<file path="src/rtl/region_attr_pkg.sv">
// region_attr_pkg: shared widths, the attribute bundle and the size-mask
// helper for the address region attribute matcher.
// Assumes a 32-bit physical address split into a 4 KB page offset and a
// 20-bit page number.
package region_attr_pkg;

    localparam int ADDR_W     = 32;
    localparam int PAGE_SHIFT = 12;
    localparam int BASE_W     = ADDR_W - PAGE_SHIFT;
    localparam int SIZE_W     = 4;
    localparam int CFG_W      = BASE_W + SIZE_W;
    localparam int ATTR_W     = 8;
    localparam int NATTR      = 6;

    localparam logic [SIZE_W-1:0] CODE_OFF = '0;
    localparam logic [SIZE_W-1:0] CODE_ALL = '1;

    // Attribute bundle: the first member is the most significant bit (bit 5),
    // so bit 0 of the attribute byte lands on cache_dis.
    typedef struct packed {
        logic lbus_supp;
        logic wr_thru;
        logic wr_gather;
        logic weak_lock;
        logic weak_wo;
        logic cache_dis;
    } attr_t;

    // Returns the page-number bits that take part in the compare for a size code.
    // extra widens the size scale by 2^extra.
    function automatic logic [BASE_W-1:0] keep_mask(input logic [SIZE_W-1:0] code,
                                                    input int unsigned       extra);
        int unsigned k;
        logic [BASE_W-1:0] m;
        if (code == CODE_ALL)      k = BASE_W;
        else if (code == CODE_OFF) k = 0;
        else                       k = int'(code) - 1 + extra;
        if (k > BASE_W) k = BASE_W;
        for (int i = 0; i < BASE_W; i++) begin
            m[i] = (i >= int'(k));
        end
        return m;
    endfunction

endpackage

</file>
<file path="src/rtl/region_decode.sv">
// region_decode: hit detector for one address window.
// Compares the page number with the descriptor base under the size mask.
// EXTRA_SHIFT widens the size scale (6 gives the coarse window).
// Assumes the descriptor layout {base[19:0], size_code[3:0]}.
module region_decode
    import region_attr_pkg::*;
#(
    parameter int unsigned EXTRA_SHIFT = 0
) (
    input  logic              clk,
    input  logic              rst_n,
    input  logic              en,
    input  logic [BASE_W-1:0] page,
    input  logic [CFG_W-1:0]  cfg,
    output logic              hit
);

    logic [SIZE_W-1:0] code;
    logic [BASE_W-1:0] base;
    logic [BASE_W-1:0] mask;

    // Split the descriptor and derive the compare mask.
    always_comb begin
        code = cfg[SIZE_W-1:0];
        base = cfg[CFG_W-1:SIZE_W];
        mask = keep_mask(code, EXTRA_SHIFT);
    end

    // Window hit: enabled, size code non-zero, masked page equals masked base.
    always_comb begin
        hit = en && (code != CODE_OFF) && (((page ^ base) & mask) == '0);
    end


    off_code_no_hit_chk: assert property (@(posedge clk) disable iff (!rst_n)
        (cfg[SIZE_W-1:0] == CODE_OFF) |-> !hit);


    full_code_hit_chk: assert property (@(posedge clk) disable iff (!rst_n)
        (en && cfg[SIZE_W-1:0] == CODE_ALL) |-> hit);


    disabled_no_hit_chk: assert property (@(posedge clk) disable iff (!rst_n)
        !en |-> !hit);

endmodule

</file>
<file path="src/rtl/region_pick.sv">
// region_pick: fixed-priority selection among window hits.
// The lowest-numbered hitting window supplies its attribute byte.
// Assumes attribute bytes are packed with window r at bits 8r+7:8r.
// Bits 7:6 of each byte are not used.
module region_pick
    import region_attr_pkg::*;
#(
    parameter int NREG = 8
) (
    input  logic                   clk,
    input  logic                   rst_n,
    input  logic [NREG-1:0]        hit_vec,
    input  logic [NREG*ATTR_W-1:0] attr_flat,
    output attr_t                  sel_attr,
    output logic                   miss
);

    logic [NREG-1:0]   grant;
    logic [NREG*2-1:0] unused_attr_hi;

    // One-hot grant to the lowest-numbered window that hit.
    always_comb begin
        logic taken;
        taken = 1'b0;
        grant = '0;
        for (int i = 0; i < NREG; i++) begin
            if (hit_vec[i] && !taken) begin
                grant[i] = 1'b1;
                taken    = 1'b1;
            end
        end
    end

    // AND-OR mux of the granted attribute byte; no grant gives zero.
    always_comb begin
        logic [NATTR-1:0] acc;
        acc = '0;
        for (int i = 0; i < NREG; i++) begin
            acc |= attr_flat[i*ATTR_W +: NATTR] & {NATTR{grant[i]}};
        end
        sel_attr = attr_t'(acc);
        miss     = (grant == '0);
    end

    // Collect the top two bits of each attribute byte, which are not used.
    for (genvar g = 0; g < NREG; g++) begin : g_hi
        assign unused_attr_hi[g*2 +: 2] = attr_flat[g*ATTR_W+NATTR +: 2];
    end


    single_grant_chk: assert property (@(posedge clk) disable iff (!rst_n)
        $onehot0(grant));


    grant_is_hit_chk: assert property (@(posedge clk) disable iff (!rst_n)
        (grant & ~hit_vec) == '0);

endmodule

</file>
<file path="src/rtl/region_out_stage.sv">
// region_out_stage: optional output register for the match result.
// With REG_OUT=0 it is a straight wire. With REG_OUT=1 it is one register
// with a synchronous active-low reset to "miss, no attributes".
module region_out_stage
    import region_attr_pkg::*;
#(
    parameter bit REG_OUT = 1'b0
) (
    input  logic  clk,
    input  logic  rst_n,
    input  attr_t in_attr,
    input  logic  in_miss,
    output attr_t out_attr,
    output logic  out_miss
);

    if (REG_OUT) begin : g_reg
        // Capture the combinational result each cycle; reset shows a miss.
        always_ff @(posedge clk) begin
            if (!rst_n) begin
                out_attr <= '0;
                out_miss <= 1'b1;
            end else begin
                out_attr <= in_attr;
                out_miss <= in_miss;
            end
        end


        reg_delay_chk: assert property (@(posedge clk) disable iff (!rst_n)
            rst_n |=> (out_attr == $past(in_attr) && out_miss == $past(in_miss)));
    end else begin : g_wire
        assign out_attr = in_attr;
        assign out_miss = in_miss;
    end

endmodule

</file>
<file path="src/rtl/region_attr_match.sv">
// region_attr_match: eight-window address attribute matcher (top).
// Decodes every window in parallel, picks the lowest-numbered hit and drives
// its attribute bits, optionally through one register stage.
// Assumes descriptors and attribute bytes are held stable by an external
// register file.
module region_attr_match
    import region_attr_pkg::*;
#(
    parameter int          NREG         = 8,
    parameter int          COARSE_IDX   = 7,
    parameter int unsigned COARSE_SHIFT = 6,
    parameter bit          REG_OUT      = 1'b0
) (
    input  logic                   clk,
    input  logic                   rst_n,
    input  logic                   glb_en,
    input  logic [ADDR_W-1:0]      addr,
    input  logic [NREG*CFG_W-1:0]  region_cfg,
    input  logic [NREG*ATTR_W-1:0] region_attr,
    output logic                   cache_dis,
    output logic                   weak_wo,
    output logic                   weak_lock,
    output logic                   wr_gather,
    output logic                   wr_thru,
    output logic                   lbus_supp,
    output logic                   miss
);

    logic [BASE_W-1:0]     page;
    logic [PAGE_SHIFT-1:0] unused_addr_lo;
    logic [NREG-1:0]       hit_vec;
    attr_t                 pick_attr;
    logic                  pick_miss;
    attr_t                 q_attr;
    logic                  q_miss;

    assign page           = addr[ADDR_W-1:PAGE_SHIFT];
    assign unused_addr_lo = addr[PAGE_SHIFT-1:0];

    // One decoder per window; the coarse window gets the wider size scale.
    for (genvar g = 0; g < NREG; g++) begin : g_win
        localparam int unsigned SHIFT = (g == COARSE_IDX) ? COARSE_SHIFT : 0;
        region_decode #(.EXTRA_SHIFT(SHIFT)) u_dec (
            .clk  (clk),
            .rst_n(rst_n),
            .en   (glb_en),
            .page (page),
            .cfg  (region_cfg[g*CFG_W +: CFG_W]),
            .hit  (hit_vec[g])
        );
    end

    region_pick #(.NREG(NREG)) u_pick (
        .clk      (clk),
        .rst_n    (rst_n),
        .hit_vec  (hit_vec),
        .attr_flat(region_attr),
        .sel_attr (pick_attr),
        .miss     (pick_miss)
    );

    region_out_stage #(.REG_OUT(REG_OUT)) u_out (
        .clk     (clk),
        .rst_n   (rst_n),
        .in_attr (pick_attr),
        .in_miss (pick_miss),
        .out_attr(q_attr),
        .out_miss(q_miss)
    );

    // Fan the attribute bundle out to the named ports.
    always_comb begin
        cache_dis = q_attr.cache_dis;
        weak_wo   = q_attr.weak_wo;
        weak_lock = q_attr.weak_lock;
        wr_gather = q_attr.wr_gather;
        wr_thru   = q_attr.wr_thru;
        lbus_supp = q_attr.lbus_supp;
        miss      = q_miss;
    end


    global_off_miss_chk: assert property (@(posedge clk) disable iff (!rst_n)
        !glb_en |-> pick_miss);


    miss_zero_attr_chk: assert property (@(posedge clk) disable iff (!rst_n)
        pick_miss |-> (pick_attr == '0));


    hit_clears_miss_chk: assert property (@(posedge clk) disable iff (!rst_n)
        (hit_vec != '0) |-> !pick_miss);

endmodule

</file>
<file path="config.mk">
export PLATFORM = sky130hd
export DESIGN_NAME = region_attr_match
export DESIGN_NICKNAME = d
export VERILOG_FILES = /design/src/rtl/region_attr_pkg.sv /design/src/rtl/region_decode.sv /design/src/rtl/region_pick.sv /design/src/rtl/region_out_stage.sv /design/src/rtl/region_attr_match.sv
export SDC_FILE = /design/constraint.sdc
export NUM_CORES = 1
export LEC_CHECK = 0
export ABC_CLOCK_PERIOD_IN_PS = 9150
export CORE_AREA = 10 10 107 109
export DETAILED_ROUTE_END_ITERATION = 8
export DIE_AREA = 0 0 117 119
export DONT_BUFFER_PORTS = 1
export PLACE_DENSITY = 0.56
export SLEW_MARGIN = 25
export SYNTH_ARGS = -nofsm -noshare
export SYNTH_HDL_FRONTEND = slang
export SYNTH_SLANG_ARGS = --single-unit
</file>
<file path="constraint.sdc">
create_clock -name vclk -period 9.15
set_input_delay 1.83 -clock vclk [all_inputs]
set_output_delay 1.83 -clock vclk [all_outputs]
set_load 0.03 [all_outputs]
</file>
==> summary.md, run 1 <==
| Metric | Value |
|---|---|
| Initial DRC count | 312 |
| Ant diodes | 0 |
| Largest net degree at the start of global routing | 14 |
| DP Area | 3850 µm² |
| Port Buffers | 0 |
| Fill count | 1001 |
| Placed Cells | 624 |
| Hold Worst Slack | 3.92 ns |
| Commonest cells post-synth | xor2_1 (82), xnor2_1 (78), o21ai_0 (41) |
| I/O Pins | 298 |
| Final count of hold timing violations | 0 |
| Synth cell types | 79 |
| DPL Wire Length | 14.2 mm |
| PD cells | 46.3 nW/µm² |
| Layout Area Growth over Synthesis | -0.769% |
| Slew Limit Fails | 0 |
| Nets | 813 |
| CP Max Fanout | 8 |
| Number of flip-flops and latches | 0 |
| Synth top area share | 18.4% |
| Syn. warnings | 0 |
| WL/cell | 26.8 µm |
| CP endpoint kind | primary output |
| Worst hold path type | in -> out |
| Initial Util | 41.3% |
| Endpoints failing setup | 0 |
| First-pass GRT wire length | 24.4 mm |
| Synth Area per Inst | 7.10 µm² |
| Critical path arrival | 5.97 ns |
| Register cell area after layout | 0 µm² |
| Critical path type | in -> out |
| RSZ-0062 raised after global routing | no |
| Remaining DRCs | 0 |
| Final cell count without fillers | 624 |
| Synth Instances | 550 |
| Total Routing Usage GR | 22.2% |
| Post-DR vias/cell | 6.56 |
| Layout cells sized above 1 | 5.88% |
| Initial antenna violation count | 0 |
| CTS resizes | 0 |
| Drt first pass iters | 5 |
| Die area | 13900 µm² |
| FP Rows | 36 |
| Core box area | 9460 µm² |
| Worst endpoint required time | 7.32 ns |
| Via count | 4096 |
| Die Span Y | 119 µm |
| Total power | 179 µW |
| Clock buffer count | 0 |
| Total global routing overflow | 0 |
| Worst vdd ir | 0.0149 mV |
| Synth area leader | xor2_1 |
| Leak | 1.27 nW |
| Seq/Total Area, Yosys | 0% |
| Post-layout min period | 7.80 ns |
| Post-CTS Setup Inserts | 0 |
| Worst Setup Start Kind | input pin |
| Mapped Area | 3900 µm² |
| Vias in the first global route | 4301 |
| TNS Setup | 0 ns |
| Rel. slew slack | 31.0% |
| Multi-input logic area | 3670 µm² |
| Fmax | 128 MHz |
| Final instance area | 3870 µm² |
| Final period util | 85.3% |
| Placer Congestion | 0.901 |
| Total length of routed wires | 16.7 mm |
| Mapped Nets | 851 |
| Cts-stage hold buffer count | 0 |
| Die W | 117 µm |
| Synth area leaders | xor2_1 (18%), xnor2_1 (18%), o21ai_0 (5.3%), a21oi_1 (4.0%), ha_1 (3.2%) |
| Outcome | finished clean |
| Count leader, synth | xor2_1 |
| Antenna-violating nets left | 0 |
| Worst slew pin tran | 1.02 ns |
| Number of max-cap violations | 0 |
[cells in the final DEF (no fill, tap or decap), types with 5 or more instances in the layout]
cell type and instances:
a211oi_1 5, o22ai_1 5, nor3_1 12, ha_1 10
a221oi_1 9, nand2b_1 12, inv_1 13, xor2_1 82
o211ai_1 6, o21ai_0 41, nor4_1 8, xnor2_1 78
a22oi_1 8, a221o_2 6, a31oi_1 9, a21oi_1 31
nand2_1 26, nand3_1 19, nand4_1 11, nor2b_1 10
nor2_1 23
[stage by stage]
stage | utilization, % | worst slack [ns]
floorplan | - | 1.96
global placement | 40.6 | 1.37
detailed placement | 40.7 | 1.35
CTS | 40.7 | 1.33
global route | 41.0 | 1.01
finish | 41.0 | 1.35
[worst max-delay path, stage by stage]
cell,delay (ns)
inv_1,0.13
ha_1,0.29
or3b_1,0.48
inv_1,0.23
nand2_1,0.12
or2_2,0.30
ha_1,0.27
nand4b_1,0.08
and4bb_2,0.30
o22ai_1,0.39
nor4b_1,0.10
o32ai_1,0.33
o311ai_1,0.24
nor4_4,0.41
nand3_1,0.15
o311ai_1,0.31
[layer usage]
metal | wire [µm] | vias to the layer above | global-route usage (%) | share of wire, %
met3 | 1650 | 26 | 6.48 | 9.8
met5 | 0 | - | 0 | 0
met2 | 8420 | 210 | 40.2 | 50
met1 | 6280 | 1921 | 24.7 | 38
met4 | 393 | 0 | 4.48 | 2.3
li1 | - | 1939 | - | -
[area by class of cell]
class | instances | area share [%]
multi-input combinational | 495 | 94.8
tap | 114 | 3.68
inverter | 14 | 1.36
timing repair buffer | 1 | 0.194
[path summary, 6_finish.rpt]
check	from	endpoint	slack, ns	depth (start not counted)
worst max-delay path	region_cfg[168]	cache_dis	1.35	16
worst min-delay path	region_attr[60]	wr_thru	3.92	2
[cells by family after synthesis]
family                   after synthesis  share of synthesized area (%)
AO/OA/AOI/OAI                        168                           30.7
XOR/XNOR                             161                           36.3
AND/OR/NAND/NOR                      154                           22.4
buffers and inverters                 55                           6.89
adder cells (fa/ha/maj)               11                           3.46
multiplexers                           1                          0.256
[power breakdown]
part           internal [mW]  switching (mW)
logic                 0.0880          0.0914
clock network              0               0
registers                  0               0
(Power assumes the default switching activity.)
==> inputs of run 2 (changes only) <==
PLACE_DENSITY = 0.6   (was 0.56)
==> run 2 against run 1 <==
Net effect:
- first-iteration DRC count rose by 38%
- worst setup slack got worse by 0.054 ns
- core utilization barely moved
- hold slack got worse by 0.0015 ns
- die area did not move
- total power rose by 1.6%
- flip-flop and latch count did not move
==> summary.md, run 2 (synthesized netlist as in run 1, its figures left out) <==
| Metric | Value |
|---|---|
| Die area | 13900 µm² (unchanged) |
| Most frequent cells in the layout | xor2_1 (82), xnor2_1 (78), o21ai_0 (41), a21oi_1 (31), nand2_1 (26) |
| Final WS setup | 1.29 ns (-0.0541 ns) |
| CTS resizes | 0 (unchanged) |
| Total global routing overflow | 0 (unchanged) |
| Number of flip-flops and latches | 0 (unchanged) |
| Final Util | 41.0% (about the same) |
| Final period util | 85.9% (+0.59 points) |
| Worst slew pin tran | 1.09 ns (+0.0705 ns) |
| Remaining DRCs | 0 (unchanged) |
| Rel. slew slack | 26.2% (-4.8 points) |
| Largest net degree at the start of global routing | 14 (unchanged) |
| Dpl ws | 1.34 ns (-0.00434 ns) |
| Worst hold path type | in -> out |
| I/O Pins | 298 (unchanged) |
| Port Buffers | 0 (unchanged) |
| Via count | 4228 (+3.2%) |
| Post-DR vias/cell | 6.76 (+3.1%) |
| Placer Congestion | 0.892 (-0.93%) |
| Die Span Y | 119 µm (unchanged) |
| CP Cell Sequence | inv_1 > ha_1 > or3b_1 > inv_1 > nand2_1 > or2_2 > ha_1 > nand4b_1 > and4bb_2 > o22ai_1 > nor4b_1 > o32ai_1 > o311ai_1 > nor4_4 > nand3_1 > o311ai_1 |
| Critical path arrival | 6.03 ns (+0.06 ns) |
| Hold_sp | region_attr[56] |
| Cts-stage hold buffer count | 0 (unchanged) |
| Layout Area Growth over Synthesis | -0.737% (about the same) |
| Total Routing Usage GR | 22.7% (+0.54 points) |
| Commonest non-fill, non-tap cell in the layout | xor2_1 |
| GR Util met3 | 7.28% (+0.80 points) |
| Final count of hold timing violations | 0 (unchanged) |
| Vias in the first global route | 4312 (+0.26%) |
| Total length of routed wires | 17.2 mm (+2.6%) |
| Worst Setup Start Kind | input pin |
| Gr busiest metal | met2 |
| Worst path max stage delay | 0.50 ns (+0.02 ns) |
| Nets | 814 (+0.12%) |
| Register cell area after layout | 0 µm² (unchanged) |
| CP max stage cell | or3b_1 |
| Antenna-violating nets left | 0 (unchanged) |
| Fmax | 127 MHz (-0.69%) |
| Layout cells sized above 1 | 5.87% (-0.012 points) |
| Initial DRC count | 432 (+38%) |
| Leak | 1.27 nW (+0.42%) |
| FP Rows | 36 (unchanged) |
| Endpoints failing setup | 0 (unchanged) |
| Buf+Inv Stages, Crit Path | 2 (unchanged) |
| Drt first pass iters | 5 (unchanged) |
| Fill count | 1023 (+2.2%) |
| CP Max Fanout | 8 (unchanged) |
| Critical path type | in -> out |
| Die W | 117 µm (unchanged) |
| CP endpoint kind | primary output |
| Initial Util | 41.3% (unchanged) |
| Outcome | finished clean |
| First-pass GRT wire length | 25.2 mm (+3.1%) |
| Crit path launch | region_cfg[168] |
| Post-CTS Setup Inserts | 0 (unchanged) |
| Crit-path leading delay family | simple AND/OR/NAND/NOR gates |
| Total power | 182 µW (+1.6%) |
| Core box area | 9460 µm² (unchanged) |
| PD cells | 47.0 nW/µm² (+1.6%) |
| Met1 usage | 26.1% (+1.4 points) |
| Multi-input logic area | 3660 µm² (-0.17%) |
| Post-layout min period | 7.86 ns (+0.0541 ns) |
| Slew Limit Fails | 0 (unchanged) |
| TNS Setup | 0 ns (unchanged) |
| Worst vdd ir | 0.0146 mV (-1.6%) |
| WL/cell | 27.5 µm (+2.4%) |
| Number of max-cap violations | 0 (unchanged) |
| Worst endpoint required time | 7.32 ns (about the same) |
| DPL Wire Length | 14.4 mm (+1.6%) |
| RSZ-0062 raised after global routing | no |
| GR Util met2 | 40.7% (+0.49 points) |
| Initial antenna violation count | 0 (unchanged) |
| Clock buffer count | 0 (unchanged) |
| Ant diodes | 0 (unchanged) |
-- run 2: changes by cell type in the layout (fill, tap and decap cells not counted) --
cell	previous run	this run
buf_4	1	2
nor4_1	8	9
nor4_2	1	0
-- run 2: layer usage --
metal / routed length [µm] / vias to the layer above
li1: - / 1945
met1: 6250 / 2012
met2: 8840 / 251
met3: 1880 / 20
met4: 204 / 0
met5: 0 / -
-- run 2: final timing paths --
kind / end / slack, ns / depth (start not counted)
setup / recovery: wr_gather / 1.29 / 16
hold / removal: cache_dis / 3.92 / 2
-- run 2: report_power, final --
group,leakage [nW],switching (mW),internal (mW)
logic,1.27,0.0943,0.0880
clock network,0,0,0
registers,0,0,0
total,1.27,0.0943,0.0880
-- run 2: final cells by class --
class / count / share of cell area (%)
multi-input cells: 495 / 94.6
well taps: 114 / 3.68
inverters: 14 / 1.36
repair buffers: 2 / 0.387
-- run 2: stage by stage --
stage | hold slack (ns) | instance area (µm²) | cells
2_1_floorplan | 3.96 | 3900 | 550
4_1_cts | 3.93 | 3860 | 625
5_1_grt | 3.92 | 3870 | 625
3_3_place_gp | 3.99 | 3840 | 625
3_5_place_dp | 3.93 | 3860 | 625
6_report | 3.92 | 3870 | 625
==> inputs of run 3 (changes only) <==
ABC_CLOCK_PERIOD_IN_PS = 7500   (was 9150)
CORE_AREA = 2 2 115 117   (was 10 10 107 109)
PLACE_DENSITY = 0.49   (was 0.6)
clock period = 7.5 ns   (was 9.15 ns; I/O delays follow)
==> run 3 against run 2 <==
Net effect:
- sequential share of layout area stayed put
- total power up 22%
- cell count grew 10%
- combinational power grew 23%
- routed wire length fell by 6.0%
- critical path type unchanged
- highest routed layer unchanged
==> summary.md, run 3 (synthesized netlist as in run 1, its figures left out) <==
| Metric | Value |
|---|---|
| Clock buffer count | 0 (unchanged) |
| CP endpoint kind | primary output |
| FP Rows | 42 (+17%) |
| Layout Area Growth over Synthesis | 1.19% |
| Initial Util | 30.3% (-11 points) |
| Ant diodes | 0 (unchanged) |
| Layout cells sized above 1 | 5.86% (-0.011 points) |
| Post-DR vias/cell | 6.01 (-11%) |
| Total global routing overflow | 0 (unchanged) |
| Die area | 13900 µm² (unchanged) |
| Critical path arrival | 5.66 ns (-0.37 ns) |
| WL/cell | 23.5 µm (-15%) |
| Nets | 815 (+0.12%) |
| Hold Worst Slack | 3.26 ns (-0.653 ns) |
| CP Max Fanout | 8 (unchanged) |
| Leak | 1.27 nW (-0.36%) |
| Post-layout min period | 7.16 ns |
| Dpl ws | 0.271 ns (-1.07 ns) |
| Crit path launch | region_cfg[168] |
| WL met2 | 7.86 mm (-11%) |
| Register cell area after layout | 0 µm² (unchanged) |
| Vias in the first global route | 4165 (-3.4%) |
| Final count of hold timing violations | 0 (unchanged) |
| Worst Setup Start Kind | input pin |
| Most frequent cells in the layout | xor2_1 (82), xnor2_1 (78), o21ai_0 (41), a21oi_1 (31), nand2_1 (26) |
| Final period util | 95.5% |
| Rel. slew slack | 28.5% (+2.3 points) |
| Total Routing Usage GR | 21.6% (-1.1 points) |
| Final WS setup | 0.341 ns (-0.953 ns) |
| CP Capture Point | lbus_supp |
| Number of max-cap violations | 0 (unchanged) |
| Via count | 4136 (-2.2%) |
| Largest net degree at the start of global routing | 14 (unchanged) |
| Worst endpoint required time | 6.00 ns (-1.32 ns) |
| First-pass GRT wire length | 23.1 mm (-8.0%) |
| Metal3 WL | 1.49 mm (-21%) |
| Die W | 117 µm (unchanged) |
| Core box area | 12900 µm² (+36%) |
| Antenna-violating nets left | 0 (unchanged) |
| Fmax | 140 MHz |
| Outcome | finished clean |
| Drt first pass iters | 4 (-1) |
| Number of flip-flops and latches | 0 (unchanged) |
| Initial DRC count | 173 (-60%) |
| Initial antenna violation count | 0 (unchanged) |
| Port Buffers | 0 (unchanged) |
| Endpoints failing setup | 0 (unchanged) |
| Placer Congestion | 0.899 (+0.69%) |
| Commonest non-fill, non-tap cell in the layout | xor2_1 |
| PD cells | 56.5 nW/µm² (+20%) |
| I/O Pins | 298 (unchanged) |
| Cts-stage hold buffer count | 0 (unchanged) |
| Worst vdd ir | 0.0160 mV (+9.5%) |
| Total length of routed wires | 16.1 mm (-6.0%) |
| Die Span Y | 119 µm (unchanged) |
| Remaining DRCs | 0 (unchanged) |
| Fill count | 1411 (+38%) |
| Worst slew pin tran | 1.06 ns (-0.0333 ns) |
| Worst hold path type | in -> out |
| Max layer used | met4 |
| Slew Limit Fails | 0 (unchanged) |
| Critical path type | in -> out |
| TNS Setup | 0 ns (unchanged) |
| Metal-1 WL | 6.47 mm (+3.6%) |
| DPL Wire Length | 13.4 mm (-7.1%) |
| RSZ-0062 raised after global routing | no |
-- run 3: cell types whose count changed in the layout (fill, tap and decap cells not counted) --
cell,change
o221ai_1,-1
nor4_1,-1
buf_4,+1
o221ai_2,+1
o311ai_2,-3
nor4_2,+1
o311ai_1,+3
-- run 3: area by class of cell --
class	instances	area, µm²	area share [%]
inverter	14	52.6	1.33
timing repair buffer	3	22.5	0.570
multi-input combinational	495	3650	92.5
tap	176	220	5.57
-- run 3: timing repair --
action                                  CTS  global route
endpoints found under the setup margin    0             4
resized for setup                         0             1
setup buffers                             0             0
-- run 3: layer usage --
layer / track usage, % / vias up
met1: 26.3 / 1962
met3: 5.55 / 12
met4: 3.60 / 0
met2: 38.4 / 212
li1: - / 1950
met5: 0 / -
-- run 3: how the worst min path moves through the flow --
stage                    start   endpoint  slack [ns]  cells after the start
5_1_grt        region_attr[56]  cache_dis        3.29                      2
3_5_place_dp   region_attr[56]  cache_dis        3.27                      2
3_3_place_gp   region_attr[52]    wr_thru        3.31                      2
2_1_floorplan  region_attr[52]    wr_thru        3.30                      2
6_report       region_attr[56]  cache_dis        3.26                      2
4_1_cts        region_attr[56]  cache_dis        3.27                      2
-- run 3: report_power, final --
| group | internal (mW) | total [mW] | switching [mW] |
|---|---|---|---|
| clock network | 0 | 0 | 0 |
| registers | 0 | 0 | 0 |
| logic | 0.109 | 0.223 | 0.114 |
-- run 3: critical path, stage by stage --
cell and delay [ns]:
inv_1 0.14, ha_1 0.31, or3b_1 0.49, inv_1 0.23, nand2_1 0.11, or2_2 0.30, ha_1 0.28, nand4b_1 0.08
and4bb_2 0.42, a2bb2oi_4 0.20, nand2_2 0.09, a2111oi_4 0.32, a21oi_2 0.11, nor4_4 0.53, nand3_1 0.19, o311ai_1 0.33
-- run 3: through the flow --
step	instances	utilization (%)	total power, mW	cell area (µm²)
floorplan	550	-	0.211	3900
global placement	688	30.6	0.216	3940
detailed placement	688	30.6	0.221	3940
CTS	688	30.6	0.222	3940
global route	688	30.7	0.248	3950
finish	688	30.7	0.223	3950
